$ cat src/rtl/wiper_pkg.sv
package wiper_pkg;
  typedef enum logic [2:0] {
    SRC_HOLD   = 3'd0,
    SRC_RECALL = 3'd1,
    SRC_PAR    = 3'd2,
    SRC_SER    = 3'd3,
    SRC_UP     = 3'd4,
    SRC_DOWN   = 3'd5
  } wiper_src_e;
endpackage

$ cat src/rtl/wiper_step_detect.sv
module wiper_step_detect (
  input  logic clk,
  input  logic rst_n,
  input  logic session,
  input  logic scl,
  input  logic sda,
  output logic step_req,
  output logic step_up
);
  logic scl_d;

  always_ff @(posedge clk or negedge rst_n) begin
    if (!rst_n) scl_d <= 1'b0;
    else        scl_d <= scl;
  end

  assign step_req = session & scl & ~scl_d;
  assign step_up  = sda;
endmodule

$ cat src/rtl/wiper_src_arbiter.sv
module wiper_src_arbiter
  import wiper_pkg::*;
#(
  parameter int POS_W = 8
) (
  input  logic             recall_vld,
  input  logic [POS_W-1:0] recall_val,
  input  logic             par_vld,
  input  logic [POS_W-1:0] par_val,
  input  logic             ser_vld,
  input  logic [POS_W-1:0] ser_val,
  input  logic             step_req,
  input  logic             step_up,
  output wiper_src_e       src,
  output logic [POS_W-1:0] load_val
);
  always_comb begin
    src      = SRC_HOLD;
    load_val = '0;
    if (recall_vld) begin
      src      = SRC_RECALL;
      load_val = recall_val;
    end else if (par_vld) begin
      src      = SRC_PAR;
      load_val = par_val;
    end else if (ser_vld) begin
      src      = SRC_SER;
      load_val = ser_val;
    end else if (step_req) begin
      src = step_up ? SRC_UP : SRC_DOWN;
    end
  end
endmodule

$ cat src/rtl/wiper_pos_reg.sv
module wiper_pos_reg
  import wiper_pkg::*;
#(
  parameter int POS_W = 8
) (
  input  logic             clk,
  input  logic             rst_n,
  input  wiper_src_e       src,
  input  logic [POS_W-1:0] load_val,
  output logic [POS_W-1:0] pos
);
  localparam logic [POS_W-1:0] POS_MAX = {POS_W{1'b1}};
  localparam logic [POS_W-1:0] POS_MIN = '0;

  logic [POS_W-1:0] pos_nxt;

  always_comb begin
    pos_nxt = pos;
    unique case (src)
      SRC_RECALL, SRC_PAR, SRC_SER: pos_nxt = load_val;
      SRC_UP:   if (pos != POS_MAX) pos_nxt = pos + 1'b1;
      SRC_DOWN: if (pos != POS_MIN) pos_nxt = pos - 1'b1;
      default:  pos_nxt = pos;
    endcase
  end

  always_ff @(posedge clk or negedge rst_n) begin
    if (!rst_n) pos <= POS_MIN;
    else        pos <= pos_nxt;
  end
endmodule

$ cat src/rtl/wiper_tap_decode.sv
module wiper_tap_decode #(
  parameter int POS_W = 8,
  localparam int TAPS = 1 << POS_W
) (
  input  logic             clk,
  input  logic             rst_n,
  input  logic [POS_W-1:0] pos,
  output logic [TAPS-1:0]  tap
);
  for (genvar gi = 0; gi < TAPS; gi++) begin : g_tap
    localparam logic TAP_RST = (gi == 0);
    always_ff @(posedge clk or negedge rst_n) begin
      if (!rst_n) tap[gi] <= TAP_RST;
      else        tap[gi] <= (pos == POS_W'(gi));
    end
  end
endmodule

$ cat src/rtl/wiper_pos_ctrl.sv
module wiper_pos_ctrl
  import wiper_pkg::*;
#(
  parameter int POS_W = 8,
  localparam int TAPS = 1 << POS_W
) (
  input  logic             clk,
  input  logic             rst_n,
  input  logic             recall_vld,
  input  logic [POS_W-1:0] recall_val,
  input  logic             par_vld,
  input  logic [POS_W-1:0] par_val,
  input  logic             ser_vld,
  input  logic [POS_W-1:0] ser_val,
  input  logic             step_session,
  input  logic             bus_scl,
  input  logic             bus_sda,
  output logic [POS_W-1:0] pos_q,
  output logic [TAPS-1:0]  tap_sel
);
  logic             step_req;
  logic             step_up;
  wiper_src_e       src;
  logic [POS_W-1:0] load_val;

  wiper_step_detect u_step (
    .clk      (clk),
    .rst_n    (rst_n),
    .session  (step_session),
    .scl      (bus_scl),
    .sda      (bus_sda),
    .step_req (step_req),
    .step_up  (step_up)
  );

  wiper_src_arbiter #(.POS_W(POS_W)) u_arb (
    .recall_vld (recall_vld),
    .recall_val (recall_val),
    .par_vld    (par_vld),
    .par_val    (par_val),
    .ser_vld    (ser_vld),
    .ser_val    (ser_val),
    .step_req   (step_req),
    .step_up    (step_up),
    .src        (src),
    .load_val   (load_val)
  );

  wiper_pos_reg #(.POS_W(POS_W)) u_pos (
    .clk      (clk),
    .rst_n    (rst_n),
    .src      (src),
    .load_val (load_val),
    .pos      (pos_q)
  );

  wiper_tap_decode #(.POS_W(POS_W)) u_dec (
    .clk   (clk),
    .rst_n (rst_n),
    .pos   (pos_q),
    .tap   (tap_sel)
  );
endmodule

$ cat config.mk
export PLATFORM = sky130hd
export DESIGN_NAME = wiper_pos_ctrl
export DESIGN_NICKNAME = d
export VERILOG_FILES = /design/src/rtl/wiper_pkg.sv /design/src/rtl/wiper_step_detect.sv /design/src/rtl/wiper_src_arbiter.sv /design/src/rtl/wiper_pos_reg.sv /design/src/rtl/wiper_tap_decode.sv /design/src/rtl/wiper_pos_ctrl.sv
export SDC_FILE = /design/constraint.sdc
export NUM_CORES = 1
export LEC_CHECK = 0
export BUFFER_PORTS_ARGS = -buffer_cell sky130_fd_sc_hd__buf_2
export CAP_MARGIN = 10
export CORE_MARGIN = 5
export CORE_UTILIZATION = 53
export DETAILED_ROUTE_END_ITERATION = 10
export PLACE_DENSITY = 0.8
export SLEW_MARGIN = 20
export SYNTH_ARGS = -nofsm -noshare
export SYNTH_HDL_FRONTEND = slang
export SYNTH_SLANG_ARGS = --single-unit
$ cat constraint.sdc
create_clock -name clk -period 5.1 [get_ports clk]
set_input_delay 0.765 -clock clk [delete_from_list [all_inputs] [get_ports clk]]
set_output_delay 0.765 -clock clk [all_outputs]
set_load 0.05 [all_outputs]
==> results of run 1 <==
==> per-layer routing <==
layer / vias to the layer above / global-route usage / routed length, um
li1: 2785 / - / -
met5: - / 0 / 0
met3: 34 / 0.0639 / 2290
met2: 296 / 0.470 / 13200
met4: 0 / 0.0670 / 498
met1: 3297 / 0.327 / 9180
==> cells in the final DEF (no fill, tap or decap), types with 6 or more instances in the layout <==
| cell type | count |
|---|---|
| sky130_fd_sc_hd__clkbuf_16 | 27 |
| sky130_fd_sc_hd__clkinv_2 | 7 |
| sky130_fd_sc_hd__inv_1 | 6 |
| sky130_fd_sc_hd__nand2_1 | 28 |
| sky130_fd_sc_hd__dfrtp_1 | 264 |
| sky130_fd_sc_hd__buf_2 | 294 |
| sky130_fd_sc_hd__o21ai_0 | 9 |
| sky130_fd_sc_hd__nand3_1 | 13 |
| sky130_fd_sc_hd__nor2b_1 | 7 |
| sky130_fd_sc_hd__nor2_1 | 265 |
| sky130_fd_sc_hd__clkbuf_1 | 6 |
| sky130_fd_sc_hd__a22oi_1 | 7 |
==> cells by family (layout without fill, tap and decap cells) <==
family	count (synthesis)	in the layout	synth area share
compound gates	43	43	0.0385
xor+xnor	3	3	0.00303
fa+ha+maj	5	5	0.00722
buf+inv	54	351	0.0254
flops	265	265	0.765
mux	3	3	0.00361
simple gates	335	335	0.157
==> sequential cells by signal, indices dropped and copies added, names as in the netlist <==
signal	flops
u_dec.tap	256
u_pos.pos	8
u_step.scl_d	1
==> critical path: cells and delay by family, from the launching register on <==
kind | cells | cell delay [ps]
flip-flops | 1 | 700
AND/OR/NAND/NOR | 1 | 830
AO/OA/AOI/OAI | 4 | 950
==> cell type report <==
cell class	count	area, um^2
timing repair buffer	297	1510
inverter	6	22.5
sequential	265	6630
clock inverter	11	113
multi-input combinational	389	1820
fill	1120	4820
clock buffer	37	753
tap	216	270
==> metrics by stage <==
step                instance area (um^2)  hold slack [ps]  std cells
finish                             11100              292       1221
floorplan                           8670              469        708
detailed placement                 10300              708       1173
global route                       11100              334       1221
global placement                   10300              686       1173
CTS                                11100              298       1221
==> power by group through the flow <==
stage	combinational [mW]	sequential [mW]	clock, mW
3_3_place_gp	0.331	2.19	0
5_1_grt	0.362	2.16	2.01
3_5_place_dp	0.335	2.19	0
6_report	0.332	2.15	1.90
4_1_cts	0.336	2.15	1.92
2_1_floorplan	0.144	2.25	0
==> worst min-delay path by stage <==
stage                 startpoint        endpoint  slack [ps]
CTS                        rst_n    u_pos.pos[1]         300
global route               rst_n    u_pos.pos[2]         330
finish                     rst_n  u_dec.tap[221]         290
detailed placement  u_pos.pos[7]    u_pos.pos[7]         710
global placement    u_pos.pos[7]    u_pos.pos[7]         690
floorplan                  rst_n  u_dec.tap[100]         470
==> out/summary.json, run 1 <==
{
  "pwr": {
    "p_int_mw": 3.32,
    "peak_ir_drop_on_the_vdd_network_uv": 286,
    "logic_gate_share_of_total_power": 0.076,
    "totalPowerFinal_mw": 4.39,
    "power.clock.fraction": 0.433,
    "power.switching_mw": 1.07,
    "static-leakage-power_nw": 6.17,
    "seqPwrFrac": 0.491,
    "pwr_density_cell_nw_per_um2": 394,
    "power.share.switching": 0.243
  },
  "sta": {
    "min_period_ps": 2570,
    "timing.final.max_slew_violations": 0,
    "hold_viol": 0,
    "timing.max_slew.rel_slack": 0.385,
    "finClkSkew_ps": 9.18,
    "max_slew.worst_pin.slew_ps": 920,
    "grt_setup_unrepaired": "false",
    "totalNegativeSetupSlack_ps": 0,
    "fmax_achieved_mhz": 389,
    "final_critical_path_setup_slack_ps": 2530,
    "setup_violations": 0,
    "period_share": 0.504
  },
  "setup_path": {
    "worst_path_largest_cell_delay_ps": 830,
    "timing_worst_setup_path_type": "reg -> reg",
    "setup.worst_path.end": "u_pos.pos[7]",
    "cpMaxStageDelayCell": "sky130_fd_sc_hd__nand4_1",
    "startpoint_type": "flip-flop",
    "crit-reg2reg-launch": "u_pos.pos[4]",
    "worst-endpoint-arrival_ps": 2990,
    "end_kind": "flip-flop",
    "data_required_time_of_the_worst_path_ps": 5520,
    "startpoint": "u_pos.pos[4]",
    "worst_r2r_path_depth": 5,
    "critical_path.most_common_cell": "sky130_fd_sc_hd__o21ai_0",
    "crit_path_cell_trace": "nand4_1 > o32ai_4 > o21ai_0 > o21ai_0 > o2bb2ai_1",
    "worst_setup_slack_for_register_to_register_paths_ps": 2530,
    "worstReg2RegEnd": "u_pos.pos[7]",
    "worst-path-max-fanout": 19
  },
  "layout": {
    "fin_nets": 1022,
    "drive_gt1_frac": 0.348,
    "finish.utilization": 0.698,
    "area_delta_synth_final_pct": 28.3,
    "n_antenna_cell": 0
  },
  "cts": {
    "clock_tree.htree_level_count": 1,
    "post-cts-setup-buffers": 0,
    "max-clock-path-buffers": 3,
    "clk_pin_slew_ps": 60,
    "clk-insertion-delay-late_ps": 510,
    "cts.sinks": 265,
    "cts_root_buf": "sky130_fd_sc_hd__clkbuf_16",
    "cts_tree": "built",
    "cts_hold_fix_bufs": 0,
    "cts_resized": 0,
    "cts-buffers-inserted": 26
  },
  "grt": {
    "global_route_wire_length_before_repair_um": 37600,
    "grt.overflow.total": 0,
    "grt_usage": 0.264,
    "first_global_vias": 6423,
    "largest_net_degree_at_the_start_of_global_routing": 122,
    "antenna_found_initial": 0
  },
  "yosys": {
    "synth.most_common_cell": "sky130_fd_sc_hd__nor2_1",
    "ys_ff_latch": 265,
    "syn_area_per_cell_um2": 12.2,
    "synthesis.yosys.warnings": 0,
    "async_flop_share": 1.00,
    "mappedNetlistArea_um2": 8670,
    "post_synth_main_area_contributors": "sky130_fd_sc_hd__dfrtp_1, sky130_fd_sc_hd__nor2_1, sky130_fd_sc_hd__clkbuf_1",
    "synth-main-ff-cell": "sky130_fd_sc_hd__dfrtp_1",
    "synth_fp_nets": 745,
    "netlist-cell-type-count": 45,
    "postSynthCellCount": 708,
    "synth_edf_count": 0,
    "portion_of_the_post_synthesis_area_used_by_sequential_elements": 0.765,
    "synthDominantAreaCellType": "sky130_fd_sc_hd__dfrtp_1",
    "synth_common_cells": "sky130_fd_sc_hd__nor2_1, sky130_fd_sc_hd__dfrtp_1, sky130_fd_sc_hd__clkbuf_1",
    "share_of_the_synthesized_area_in_the_top_cell_type": 0.762
  },
  "route": {
    "detail_route.iter0.violations": 507,
    "route.final.wire_length_um": 25200,
    "via_count": 6412,
    "route.detailed.wl_per_inst_um": 20.6,
    "detailedRoute.firstPassIterationCount": 5,
    "final_antenna_net_count": 0,
    "drt_drc_violations_left": 0,
    "vias_per_cell": 5.25
  },
  "die": {
    "floorplan.initialDensity": 0.544,
    "area_of_the_die_um2": 19000,
    "floorplan.rows": 46,
    "die_ht_um": 138,
    "floorplan.die.width_um": 138,
    "fp.coreArea_um2": 15900,
    "io-pin-count": 296
  },
  "run": {
    "max_cap_violations": 0
  },
  "placed_design": {
    "pre_cts_slack_ps": 2600,
    "place.port_buffers": 295,
    "gp_congestion": 0.892,
    "dp_hpwl_um": 16800
  },
  "run_status": {
    "outcome": "finished, final reports clean"
  },
  "hold_path": {
    "min-delay-path-class": "in -> async"
  }
}
Power figures use the tool's default switching activity.
==> inputs of run 2 (changes only) <==
--- a/config.mk
+++ b/config.mk
@@ -8,9 +8,9 @@
 export BUFFER_PORTS_ARGS = -buffer_cell sky130_fd_sc_hd__buf_2
 export CAP_MARGIN = 10
 export CORE_MARGIN = 5
-export CORE_UTILIZATION = 53
+export CORE_UTILIZATION = 49
 export DETAILED_ROUTE_END_ITERATION = 10
-export PLACE_DENSITY = 0.8
+export PLACE_DENSITY = 0.74
 export SLEW_MARGIN = 20
 export SYNTH_ARGS = -nofsm -noshare
 export SYNTH_HDL_FRONTEND = slang
==> constraint.sdc (replaced) <==
create_clock -name clk -period 2.55 [get_ports clk]
set_input_delay 0.3825 -clock clk [delete_from_list [all_inputs] [get_ports clk]]
set_output_delay 0.3825 -clock clk [all_outputs]
set_load 0.05 [all_outputs]
==> out/summary.json, run 2 (synthesized netlist as in run 1, its figures left out) <==
{
  "layout": {
    "post_route_insts_no_fill": 1250,
    "finish.utilization": 0.656,
    "top_register": "u_dec.tap",
    "fin_nets": 1045,
    "final_common_cell": "sky130_fd_sc_hd__buf_2",
    "n_antenna_cell": 0,
    "layout_common_cells": "sky130_fd_sc_hd__buf_2, sky130_fd_sc_hd__nor2_1, sky130_fd_sc_hd__dfrtp_1, sky130_fd_sc_hd__nand2_1, sky130_fd_sc_hd__clkbuf_16",
    "largest_register_ff_count": 256,
    "reg.largest.list": "u_dec.tap x256, u_pos.pos x8, u_step.scl_d x1",
    "area_delta_synth_final_pct": 31.2,
    "drive_gt1_frac": 0.360
  },
  "cts": {
    "cts_resized": 0,
    "cts-buffers-inserted": 26,
    "clock_tree.htree_level_count": 1,
    "cts_tree": "built",
    "cts.sinks": 265,
    "clk_pin_slew_ps": 60,
    "max-clock-path-buffers": 3,
    "clk-insertion-delay-late_ps": 530,
    "cts_hold_fix_bufs": 2,
    "cts_root_buf": "sky130_fd_sc_hd__clkbuf_16",
    "post-cts-setup-buffers": 0
  },
  "route": {
    "drt_drc_violations_left": 0,
    "route.detailed.wl_per_inst_um": 20.6,
    "final_antenna_net_count": 0,
    "via_count": 6373,
    "detailedRoute.firstPassIterationCount": 5,
    "route.final.wire_length_um": 25700,
    "detail_route.iter0.violations": 397,
    "vias_per_cell": 5.10
  },
  "die": {
    "io-pin-count": 296,
    "area_of_the_die_um2": 20500,
    "floorplan.die.width_um": 143,
    "floorplan.initialDensity": 0.500,
    "floorplan.rows": 48,
    "die_ht_um": 143,
    "fp.coreArea_um2": 17400
  },
  "sta": {
    "totalNegativeSetupSlack_ps": 0,
    "timing.final.max_slew_violations": 0,
    "grt_setup_unrepaired": "false",
    "finClkSkew_ps": 18.1,
    "hold_viol": 0,
    "setup_violations": 0,
    "min_period_ps": 2080,
    "period_share": 0.817,
    "fmax_achieved_mhz": 480,
    "timing.max_slew.rel_slack": 0.451,
    "max_slew.worst_pin.slew_ps": 821
  },
  "grt": {
    "global_route_wire_length_before_repair_um": 38800,
    "first_global_vias": 6638,
    "antenna_found_initial": 0,
    "grt_usage": 0.250,
    "grt.overflow.total": 0,
    "largest_net_degree_at_the_start_of_global_routing": 92
  },
  "placed_design": {
    "dp_hpwl_um": 17500,
    "post-place-cells": 1203,
    "gp_congestion": 0.837,
    "place.port_buffers": 295
  },
  "setup_path": {
    "startpoint_type": "flip-flop",
    "worst-path-max-fanout": 4,
    "data_required_time_of_the_worst_path_ps": 2950,
    "worst-endpoint-arrival_ps": 2480,
    "end_kind": "flip-flop",
    "timing_worst_setup_path_type": "reg -> reg",
    "worst_setup_slack_for_register_to_register_paths_ps": 470
  },
  "run_status": {
    "outcome": "finished, final reports clean"
  },
  "hold_path": {
    "min-delay-path-class": "in -> reg"
  },
  "pwr": {
    "static-leakage-power_nw": 6.29,
    "peak_ir_drop_on_the_vdd_network_uv": 567,
    "pwr_density_cell_nw_per_um2": 785,
    "totalPowerFinal_mw": 8.94
  },
  "run": {
    "max_cap_violations": 0
  }
}
run 2: changes by cell type in the layout (fill, tap and decap cells not counted), sizes merged:
cell / change
clkinv: -1
buf: +21
clkinvlp: +1
inv: -2
clkbuf: -3
bufinv: +2
dlygate4sd3: +2
run 2: power by group:
part	leakage (nW)	internal, mW	switching, mW
sequential	3.68	4.25	0.0366
combinational	2.17	0.165	0.578
clock	0.431	2.37	1.55
total	6.29	6.78	2.16
run 2: per-stage QoR:
stage | area [um^2] | setup slack [ps] | hold WS (ps)
global placement | 10500 | 543 | 460
finish | 11400 | 467 | 97.1
detailed placement | 10500 | 489 | 464
CTS | 11400 | 486 | 81.3
floorplan | 8670 | 150 | 86.9
global route | 11400 | 302 | 111
run 2: worst max-delay path, cell delays in order, from the launching register on:
cell and delay (ps):
sky130_fd_sc_hd__dfrtp_1 370, sky130_fd_sc_hd__inv_1 110, sky130_fd_sc_hd__ha_1 220, sky130_fd_sc_hd__or3b_2 500, sky130_fd_sc_hd__o32ai_4 290, sky130_fd_sc_hd__o21ai_0 210
sky130_fd_sc_hd__o21ai_0 170, sky130_fd_sc_hd__a2bb2oi_2 80
run 2: routing by layer:
layer / share of wire / GRT usage / vias to the layer above
li1: - / - / 2833
met4: 0.030 / 0.0715 / 0
met5: 0 / 0 / -
met3: 0.093 / 0.0676 / 46
met1: 0.38 / 0.313 / 3199
met2: 0.50 / 0.431 / 295
run 2: path summary, 6_finish.rpt:
kind                               startpoint             end  cells after the start
worst max-delay path             u_pos.pos[1]    u_pos.pos[2]                      7
worst min-delay path            recall_val[0]    u_pos.pos[0]                      3
worst max register to register   u_pos.pos[1]    u_pos.pos[2]                      7
worst min register to register   u_pos.pos[1]    u_pos.pos[1]                      2
max in group asynchronous               rst_n  u_dec.tap[117]                      3
min in group asynchronous               rst_n  u_dec.tap[238]                      2
run 2: final cells by class:
cell class,instances,area [um^2]
clock inverter,11,173
inverter,6,22.5
sequential,265,6630
timing repair buffer,320,1740
clock buffer,34,711
multi-input combinational,389,1820
fill,1294,5980
tap,225,282
